<file path="src/rtl/rx_ack_pkg.sv">
package rx_ack_pkg;
  localparam int unsigned DEF_CNT_W = 8;

  typedef struct packed {
    logic nack;      // frozen refusal for the current byte
    logic from_req;  // refusal came from the software request
  } ack_choice_t;
endpackage

</file>
<file path="src/rtl/rx_ack_req_bit.sv">
module rx_ack_req_bit (
  input  logic clk,
  input  logic rst,
  input  logic wr,
  input  logic wdata,
  input  logic consume,
  output logic req
);
  logic req_q;

  always_ff @(posedge clk) begin
    if (rst)          req_q <= 1'b0;
    else if (wr)      req_q <= wdata;   // software beats auto-clear
    else if (consume) req_q <= 1'b0;
  end

  assign req = req_q;

  AST_REQ_CLEARED: assert property (@(posedge clk) disable iff (rst)
    (consume && !wr) |=> !req_q);
  AST_WRITE_WINS: assert property (@(posedge clk) disable iff (rst)
    (consume && wr && wdata) |=> req_q);
endmodule

</file>
<file path="src/rtl/rx_ack_byte_cnt.sv">
module rx_ack_byte_cnt #(
  parameter int unsigned CNT_W = rx_ack_pkg::DEF_CNT_W
) (
  input  logic             clk,
  input  logic             rst,
  input  logic             load,
  input  logic [CNT_W-1:0] load_val,
  input  logic             step,
  output logic [CNT_W-1:0] cnt,
  output logic             near_end
);
  localparam logic [CNT_W-1:0] ONE = CNT_W'(1);
  logic [CNT_W-1:0] cnt_q;

  always_ff @(posedge clk) begin
    if (rst)                           cnt_q <= '0;
    else if (load)                     cnt_q <= load_val;
    else if (step && (cnt_q != '0))    cnt_q <= cnt_q - ONE;
  end

  assign cnt      = cnt_q;
  assign near_end = (cnt_q <= ONE);

  AST_CNT_FLOOR: assert property (@(posedge clk) disable iff (rst)
    (cnt_q == '0 && !load) |=> (cnt_q == '0));
  AST_CNT_IDLE: assert property (@(posedge clk) disable iff (rst)
    (!load && !step) |=> $stable(cnt_q));
endmodule

</file>
<file path="src/rtl/rx_ack_decide.sv">
module rx_ack_decide (
  input  logic clk,
  input  logic rst,
  input  logic role_master,
  input  logic role_tx,
  input  logic req,
  input  logic near_end,
  input  logic last_bit,
  input  logic win_open,
  input  logic win_close,
  output logic ack_low,
  output logic consume,
  output logic cnt_step
);
  import rx_ack_pkg::*;

  ack_choice_t choice_q;
  logic        ack_low_q;
  logic        in_win_q;

  always_ff @(posedge clk) begin
    if (rst) begin
      choice_q <= '0;
    end else if (last_bit) begin
      if (role_tx) begin
        choice_q <= '0;
      end else begin
        choice_q.nack     <= req | (role_master & near_end);
        choice_q.from_req <= req;
      end
    end else if (win_close) begin
      choice_q.from_req <= 1'b0;
    end
  end

  always_ff @(posedge clk) begin
    if (rst) begin
      ack_low_q <= 1'b0;
      in_win_q  <= 1'b0;
    end else if (win_close) begin
      ack_low_q <= 1'b0;
      in_win_q  <= 1'b0;
    end else if (win_open) begin
      ack_low_q <= !role_tx && !choice_q.nack;
      in_win_q  <= !role_tx;
    end
  end

  assign ack_low  = ack_low_q;
  assign consume  = win_close && !role_tx && choice_q.from_req;
  assign cnt_step = win_close && !role_tx && role_master;

  AST_LEVEL_HELD: assert property (@(posedge clk) disable iff (rst)
    (in_win_q && !win_close && !win_open) |=> $stable(ack_low_q));
  AST_TX_SILENT: assert property (@(posedge clk) disable iff (rst)
    (win_open && !win_close && role_tx) |=> !ack_low_q);
  AST_LAST_BYTE_REFUSED: assert property (@(posedge clk) disable iff (rst)
    (last_bit && !role_tx && role_master && near_end) |=> choice_q.nack);
  AST_REQ_REFUSES: assert property (@(posedge clk) disable iff (rst)
    (last_bit && !role_tx && req) |=> choice_q.nack);
endmodule

</file>
<file path="src/rtl/rx_ack_ctrl.sv">
module rx_ack_ctrl #(
  parameter int unsigned CNT_W = rx_ack_pkg::DEF_CNT_W
) (
  input  logic             clk,
  input  logic             rst,
  input  logic             role_master,
  input  logic             role_tx,
  input  logic             nack_req_wr,
  input  logic             nack_req_wdata,
  input  logic             cnt_load,
  input  logic [CNT_W-1:0] cnt_load_val,
  input  logic             last_bit_rise,
  input  logic             ack_start,
  input  logic             ack_end,
  output logic             ack_drive_low,
  output logic             nack_req,
  output logic [CNT_W-1:0] bytes_left
);
  logic req_w, consume_w, step_w, near_end_w;

  rx_ack_req_bit u_req (
    .clk(clk), .rst(rst), .wr(nack_req_wr), .wdata(nack_req_wdata),
    .consume(consume_w), .req(req_w)
  );

  rx_ack_byte_cnt #(.CNT_W(CNT_W)) u_cnt (
    .clk(clk), .rst(rst), .load(cnt_load), .load_val(cnt_load_val),
    .step(step_w), .cnt(bytes_left), .near_end(near_end_w)
  );

  rx_ack_decide u_dec (
    .clk(clk), .rst(rst), .role_master(role_master), .role_tx(role_tx),
    .req(req_w), .near_end(near_end_w), .last_bit(last_bit_rise),
    .win_open(ack_start), .win_close(ack_end), .ack_low(ack_drive_low),
    .consume(consume_w), .cnt_step(step_w)
  );

  assign nack_req = req_w;

  AST_TX_KEEPS_REQ: assert property (@(posedge clk) disable iff (rst)
    (role_tx && !nack_req_wr) |=> $stable(nack_req));
  AST_TX_KEEPS_CNT: assert property (@(posedge clk) disable iff (rst)
    (role_tx && !cnt_load) |=> $stable(bytes_left));
endmodule

</file>
<file path="config.mk">
export PLATFORM = sky130hd
export DESIGN_NAME = rx_ack_ctrl
export DESIGN_NICKNAME = d
export VERILOG_FILES = /design/src/rtl/rx_ack_pkg.sv /design/src/rtl/rx_ack_req_bit.sv /design/src/rtl/rx_ack_byte_cnt.sv /design/src/rtl/rx_ack_decide.sv /design/src/rtl/rx_ack_ctrl.sv
export SDC_FILE = /design/constraint.sdc
export NUM_CORES = 1
export LEC_CHECK = 0
export BUFFER_PORTS_ARGS = -buffer_cell sky130_fd_sc_hd__buf_2
export CAP_MARGIN = 25
export CORE_MARGIN = 2
export CORE_UTILIZATION = 50
export CTS_CLUSTER_SIZE = 40
export DETAILED_ROUTE_END_ITERATION = 8
export HOLD_SLACK_MARGIN = 0.03
export PLACE_DENSITY_LB_ADDON = 0.05
export RECOVER_POWER = 50
export SYNTH_ARGS = -nofsm -noshare
export SYNTH_HDL_FRONTEND = slang
export SYNTH_HIERARCHICAL = 1
export SYNTH_SLANG_ARGS = --single-unit
export TNS_END_PERCENT = 10
</file>
<file path="constraint.sdc">
create_clock -name clk -period 2.5 [get_ports clk]
set_input_delay 0 -clock clk [delete_from_list [all_inputs] [get_ports clk]]
set_output_delay 0 -clock clk [all_outputs]
set_load 0.02 [all_outputs]
</file>
# Word-level counts from Yosys, hierarchy flattened
# Cells that the tools add are included.
dict set report totals {
  regBits 12
  inputBits 18
  out_inout_bits 10
  elab_cells 28
}
dict set report classes {
  addsub 1
  magnitude_cmp 1
  n_mux 7
  n_bitwise 2
  n_reduce_logical 12
}
# cell n
set op_table {}
lappend op_table {{2-to-1 mux 8 bit} 2}
lappend op_table {{<= comparator 8 x 1 -> 1 bit (second input constant)} 1}
lappend op_table {{nonzero test 8 bit} 1}
lappend op_table {{subtractor 8 x 1 -> 8 bit (second input constant)} 1}
lappend op_table {{nonzero test 2 bit} 3}
lappend op_table {{logical AND 1 bit} 5}
lappend op_table {{2-to-1 mux 1 bit} 4}
lappend op_table {{zero test 1 bit} 2}
lappend op_table {{2-to-1 mux 2 bit} 1}
lappend op_table {{OR reduction 2 bit} 1}
lappend op_table {{AND 1 bit} 1}
lappend op_table {{OR 1 bit} 1}

# Depth between registers and ports, before layout
dict set report logic_depth {
  ltp_word 6
  ltp_mapped 6
  depth_no_buf 6
}

# Modules after synthesis
# Netlist, hierarchy kept.
# mod instances cells_per_inst area_each_um2
set modules_own_cells {}
lappend modules_own_cells {rx_ack_byte_cnt 1 68 558.0}
lappend modules_own_cells {rx_ack_decide 1 15 155.1}
lappend modules_own_cells {rx_ack_req_bit 1 4 37.5}

# Worst setup path after synthesis
# Ideal clock, no wire load.
dict set report synth_path {
  path_type {flip-flop to flip-flop}
  startpoint {register u_cnt.cnt_q[0], in the netlist u_cnt/cnt[0]}
  endpoint {register u_cnt.cnt_q[7], in the netlist u_cnt/cnt[7]}
  setup_ns 0.062
  arrival_ns 1.777
  required_time_ns 2.438
  setup_slack_ns 0.660
  path_stages_with_launch 6
  path_buffers 0
  period_less_slack_ns 1.840
  cell_sequence {dfxtp_1 inv_1 ha_1 or4_1 or3_2 nand3_1}
}
dict set report synth_between {
  elab_chain_len 3
}
# item line_no
set synth_rtl {}
lappend synth_rtl {{from (decl)} rx_ack_byte_cnt.sv:13} ;# logic [CNT_W-1:0] cnt_q;
lappend synth_rtl {{from (signal assigned)} rx_ack_byte_cnt.sv:17} ;# else if (load) cnt_q <= load_val;
lappend synth_rtl {{from (signal assigned)} rx_ack_byte_cnt.sv:18} ;# else if (step && (cnt_q != '0)) cnt_q <= cnt_q - ONE;
lappend synth_rtl {{subtractor 8 x 1 -> 8 bit or nonzero test 8 bit (tied branches)} rx_ack_byte_cnt.sv:18}
lappend synth_rtl {{2-to-1 mux 8 bit or logical AND 1 bit (tied branches)} rx_ack_byte_cnt.sv:18}
lappend synth_rtl {{2-to-1 mux 8 bit or nonzero test 2 bit (tied branches)} n/a}
# Several ways; a longest one is shown, not always the timed one. The select of a mux whose other input is x is not followed.
# A chain may end at the register's enable or synchronous reset.

# Final worst setup path
dict set report layout_path {
  startpoint {register u_cnt.cnt_q[2], in the netlist u_cnt/cnt[2]}
  endpoint {register u_dec/choice_q[1] in the netlist's numbering}
}
dict set report layout_between {
  elab_chain_len 4
}
# item line_no
set layout_rtl {}
lappend layout_rtl {{<= comparator 8 x 1 -> 1 bit} rx_ack_byte_cnt.sv:22} ;# assign near_end = (cnt_q <= ONE);
lappend layout_rtl {{via near_end_w} rx_ack_ctrl.sv:19} ;# logic req_w, consume_w, step_w, near_end_w;
lappend layout_rtl {{AND 1 bit} rx_ack_decide.sv:28} ;# choice_q.nack <= req | (role_master & near_end);
lappend layout_rtl {{OR 1 bit} rx_ack_decide.sv:28}
lappend layout_rtl {{2-to-1 mux 2 bit} rx_ack_decide.sv:25} ;# if (role_tx) begin
lappend layout_rtl {{to (decl)} rx_ack_decide.sv:17} ;# ack_choice_t choice_q;
# The timed path passes the listed nets, and every way through them passes these cells.

==> reports/results.md <==
Power
* P_int: 0.3544 mW
* worst IR drop on VDD: 313.8 µV
* switching share of total power: 31.49%
* power spent charging and discharging nets: 0.1629 mW
* Static Leak: 0.4294 nW
* portion of total power attributed to sequential cells: 42.7%
* clock network fraction of total power: 31.6%
* Combinational Power Share: 25.6%
* PwrDens: 481.9 mW/mm²

GRT
* initial antenna violation count: 0
* vias in the first global route: 760
* largest net degree at the start of global routing: 15
* Global Route Usage Sum: 24.30%
* first-pass GRT wire length: 3.332 mm
* overflow left after global routing: 0

Route
* total number of vias: 879
* iteration-0 DRC count of the detailed router: 30
* DRC violation count after routing: 0
* antenna violation net count after detailed routing: 0
* post-detailed-route via-to-cell ratio: 5.980
* Detailed Routing Iterations Pass 1: 4
* aggregate routed wire length: 2.056 mm
* post-detailed-route wirelength per cell: 13.99 µm

CTS
* root buffer cell: sky130_fd_sc_hd__clkbuf_4
* maximum buffer depth of the clock tree: 2
* CTS sink cnt: 12
* H-tree depth: 1
* CTS tree: yes
* latest clock arrival within the worst-skew pair: 0.28 ns
* number of CTS-inserted buffers: 3
* clock input transition at the sequential cells of the worst setup and hold paths: 0.09 ns

Yosys
* largest area contributor in the synthesized netlist: sky130_fd_sc_hd__dfxtp_1
* per-instance average area after synthesis: 8.629 µm²
* register bit count reported by yosys: 12
* leading post-synthesis cells by cell area: sky130_fd_sc_hd__dfxtp_1 32%, sky130_fd_sc_hd__ha_1 5.0%, sky130_fd_sc_hd__a21oi_1 4.7%
* share of synthesized area occupied by flip-flops and latches: 32.00%
* top cells by instance count after synthesis: 12 x sky130_fd_sc_hd__dfxtp_1, 7 x sky130_fd_sc_hd__a21oi_1, 7 x sky130_fd_sc_hd__inv_1
* most frequent cell after synthesis: sky130_fd_sc_hd__dfxtp_1
* share of the synthesized area in the top cell type: 32.00%
* cell area after technology mapping: 750.7 µm²
* count of synthesis-stage warnings from yosys: 6
* Post-synth ARST share: 0%
* unique cell type count in the Yosys netlist: 40
* number of flops mapped to enable cells by yosys: 0
* Syn Inst Count: 87
* most common flop cell mapped by yosys: sky130_fd_sc_hd__dfxtp_1
* Synth Net Count: 108

STA
* measured slew at the worst slew-check pin: 0.5915 ns
* period utilization: 85.48%
* minimum clock period after layout: 2.137 ns
* Clock Skew: 0.006860 ns
* relative slew slack: 60.21%
* highest clock frequency the design can meet: 0.4679 GHz
* pins over their slew limit: 0
* Hold Vio Cnt, Final: 0
* Final WS setup: 0.3630 ns
* setup_tns: 0 ns
* unrepaired setup endpoints after global routing: no
* Setup violations, final: 0

Worst setup path
* type of element launching the critical path: flip-flop
* endpoint arrival time on the critical path: 2.36 ns
* R2R depth: 5
* R2R Setup Slk: 0.36 ns
* worst path required time: 2.72 ns
* critical path fanouts, max: 8
* sort of element at the end of the critical path: flip-flop
* origin of the critical flop-to-flop path: u_cnt/cnt[2]
* terminus of the critical flop-to-flop path: u_dec/choice_q[1]
* Crit Path Category: flip-flop to flip-flop

Die
* site row count: 13
* Core Area: 0.001350 mm²
* # IOs: 28
* DIE HEIGHT: 42.75 µm
* Die Wd: 42.75 µm
* area of the die: 0.001828 mm²
* initial standard-cell utilization of the core: 55.61%

Worst hold path
* number of stages on the worst hold path: 4
* launch point of the worst hold path: cnt_load_val[4]
* Min-Delay Endpoint: u_cnt/cnt[4]
* Hold WC Path Type: input pin to flip-flop

Finish
* fraction of layout instances using a drive strength above 1: 22.73%
* fin nets: 154
* area overhead of the layout relative to synthesis: 43.00%
* count of inserted antenna diode cells: 0

Place
* Port Buffer Count: 27
* routability cong.: 0.8475
* worst slack at placement: 0.7051 ns
* hpwl dp: 1.330 mm

Status
* outcome: finished, final reports clean

Job
* Max Cap Violations: 0

## power by group through the flow
stage                     logic, mW  registers, mW  clock network [mW]
after floorplan              0.0631          0.235                   0
after detailed placement      0.116          0.225                   0
after global routing          0.146          0.224               0.177
after CTS                     0.134          0.220               0.167
final                         0.133          0.221               0.164
after global placement        0.116          0.223                   0
## worst max-delay path by stage
stage | from | end | slack [ns] | cells after the start
CTS | u_cnt/cnt[2] | u_dec/choice_q[1] | 0.41 | 5
detailed placement | u_cnt/cnt[0] | u_cnt/cnt[7] | 0.71 | 5
finish | u_cnt/cnt[2] | u_dec/choice_q[1] | 0.36 | 5
global route | u_cnt/cnt[2] | u_dec/choice_q[1] | 0.22 | 5
floorplan | u_cnt/cnt[0] | u_cnt/cnt[7] | 0.66 | 5
global placement | u_cnt/cnt[0] | u_cnt/cnt[7] | 0.76 | 5
## through the flow
step	power [mW]	std cells	instance area (µm²)	utilization (%)	hold slack, ns
6_report	0.5174	147	1074	79.52	0.04522
3_5_place_dp	0.3408	128	900.9	66.73	0.2156
4_1_cts	0.5206	147	1087	80.54	0.04242
3_3_place_gp	0.3391	128	900.9	66.73	0.2120
2_1_floorplan	0.2978	87	750.7	-	0.06465
5_1_grt	0.5460	147	1074	79.52	0.07514
## routing by layer
metal  share of wire (%)  routed length [µm]  vias up  global-route usage, %
met2                  47                 972       51                  39.70
met5                   0                   0        -                      0
met4                0.92                  19        0                  9.375
met3                 8.4                 173        8                  5.106
met1                  43                 890      396                  30.91
li1                    -                   -      424                      -
## placed cells by master (no fill, tap or decap), drive strengths merged, types with 3 or more instances in the layout
cell	n
ha	3
inv	7
buf	16
a21oi	7
or3b	6
nor2	4
nand2	5
dlygate4sd3	15
clkbuf	15
or4	3
dfxtp	12
## area by class of cell
class	count	area [µm²]
tap	15	18.77
inverter	7	26.28
fill	104	276.5
multi-input combinational	67	480.5
clock buffer	4	36.28
sequential	12	240.2
timing repair buffer	42	271.5
## cell families after synthesis
| group | count (synthesis) | synth area share [%] |
|---|---|---|
| AOI/OAI and AO/OA | 26 | 25.33 |
| buffers and inverters | 8 | 4.000 |
| DFF | 12 | 32.00 |
| adders and majority gates | 3 | 5.001 |
| muxes | 1 | 1.333 |
| and+or+nand+nor | 37 | 32.33 |
## critical path, cell delays in order (launching register included)
cell and delay [ns]:
sky130_fd_sc_hd__dfxtp_1 0.39, sky130_fd_sc_hd__or4_4 0.60, sky130_fd_sc_hd__nor4_1 0.26, sky130_fd_sc_hd__a21oi_1 0.11, sky130_fd_sc_hd__o32ai_1 0.12, sky130_fd_sc_hd__dlygate4sd3_1 0.58
## sequential cells by signal (all words and copies together), names as in the netlist
| name | cells |
|---|---|
| u_cnt/cnt | 8 |
| u_dec/choice_q | 2 |
| u_dec/ack_low | 1 |
| u_req/req | 1 |
## repair_timing
item	in CTS	in global routing
setup endpoints to repair	0	0
gates resized for setup	0	0
hold endpoints to repair	11	0
hold buffers	15	0
setup buffers	0	0
(Power assumes the default switching activity.)
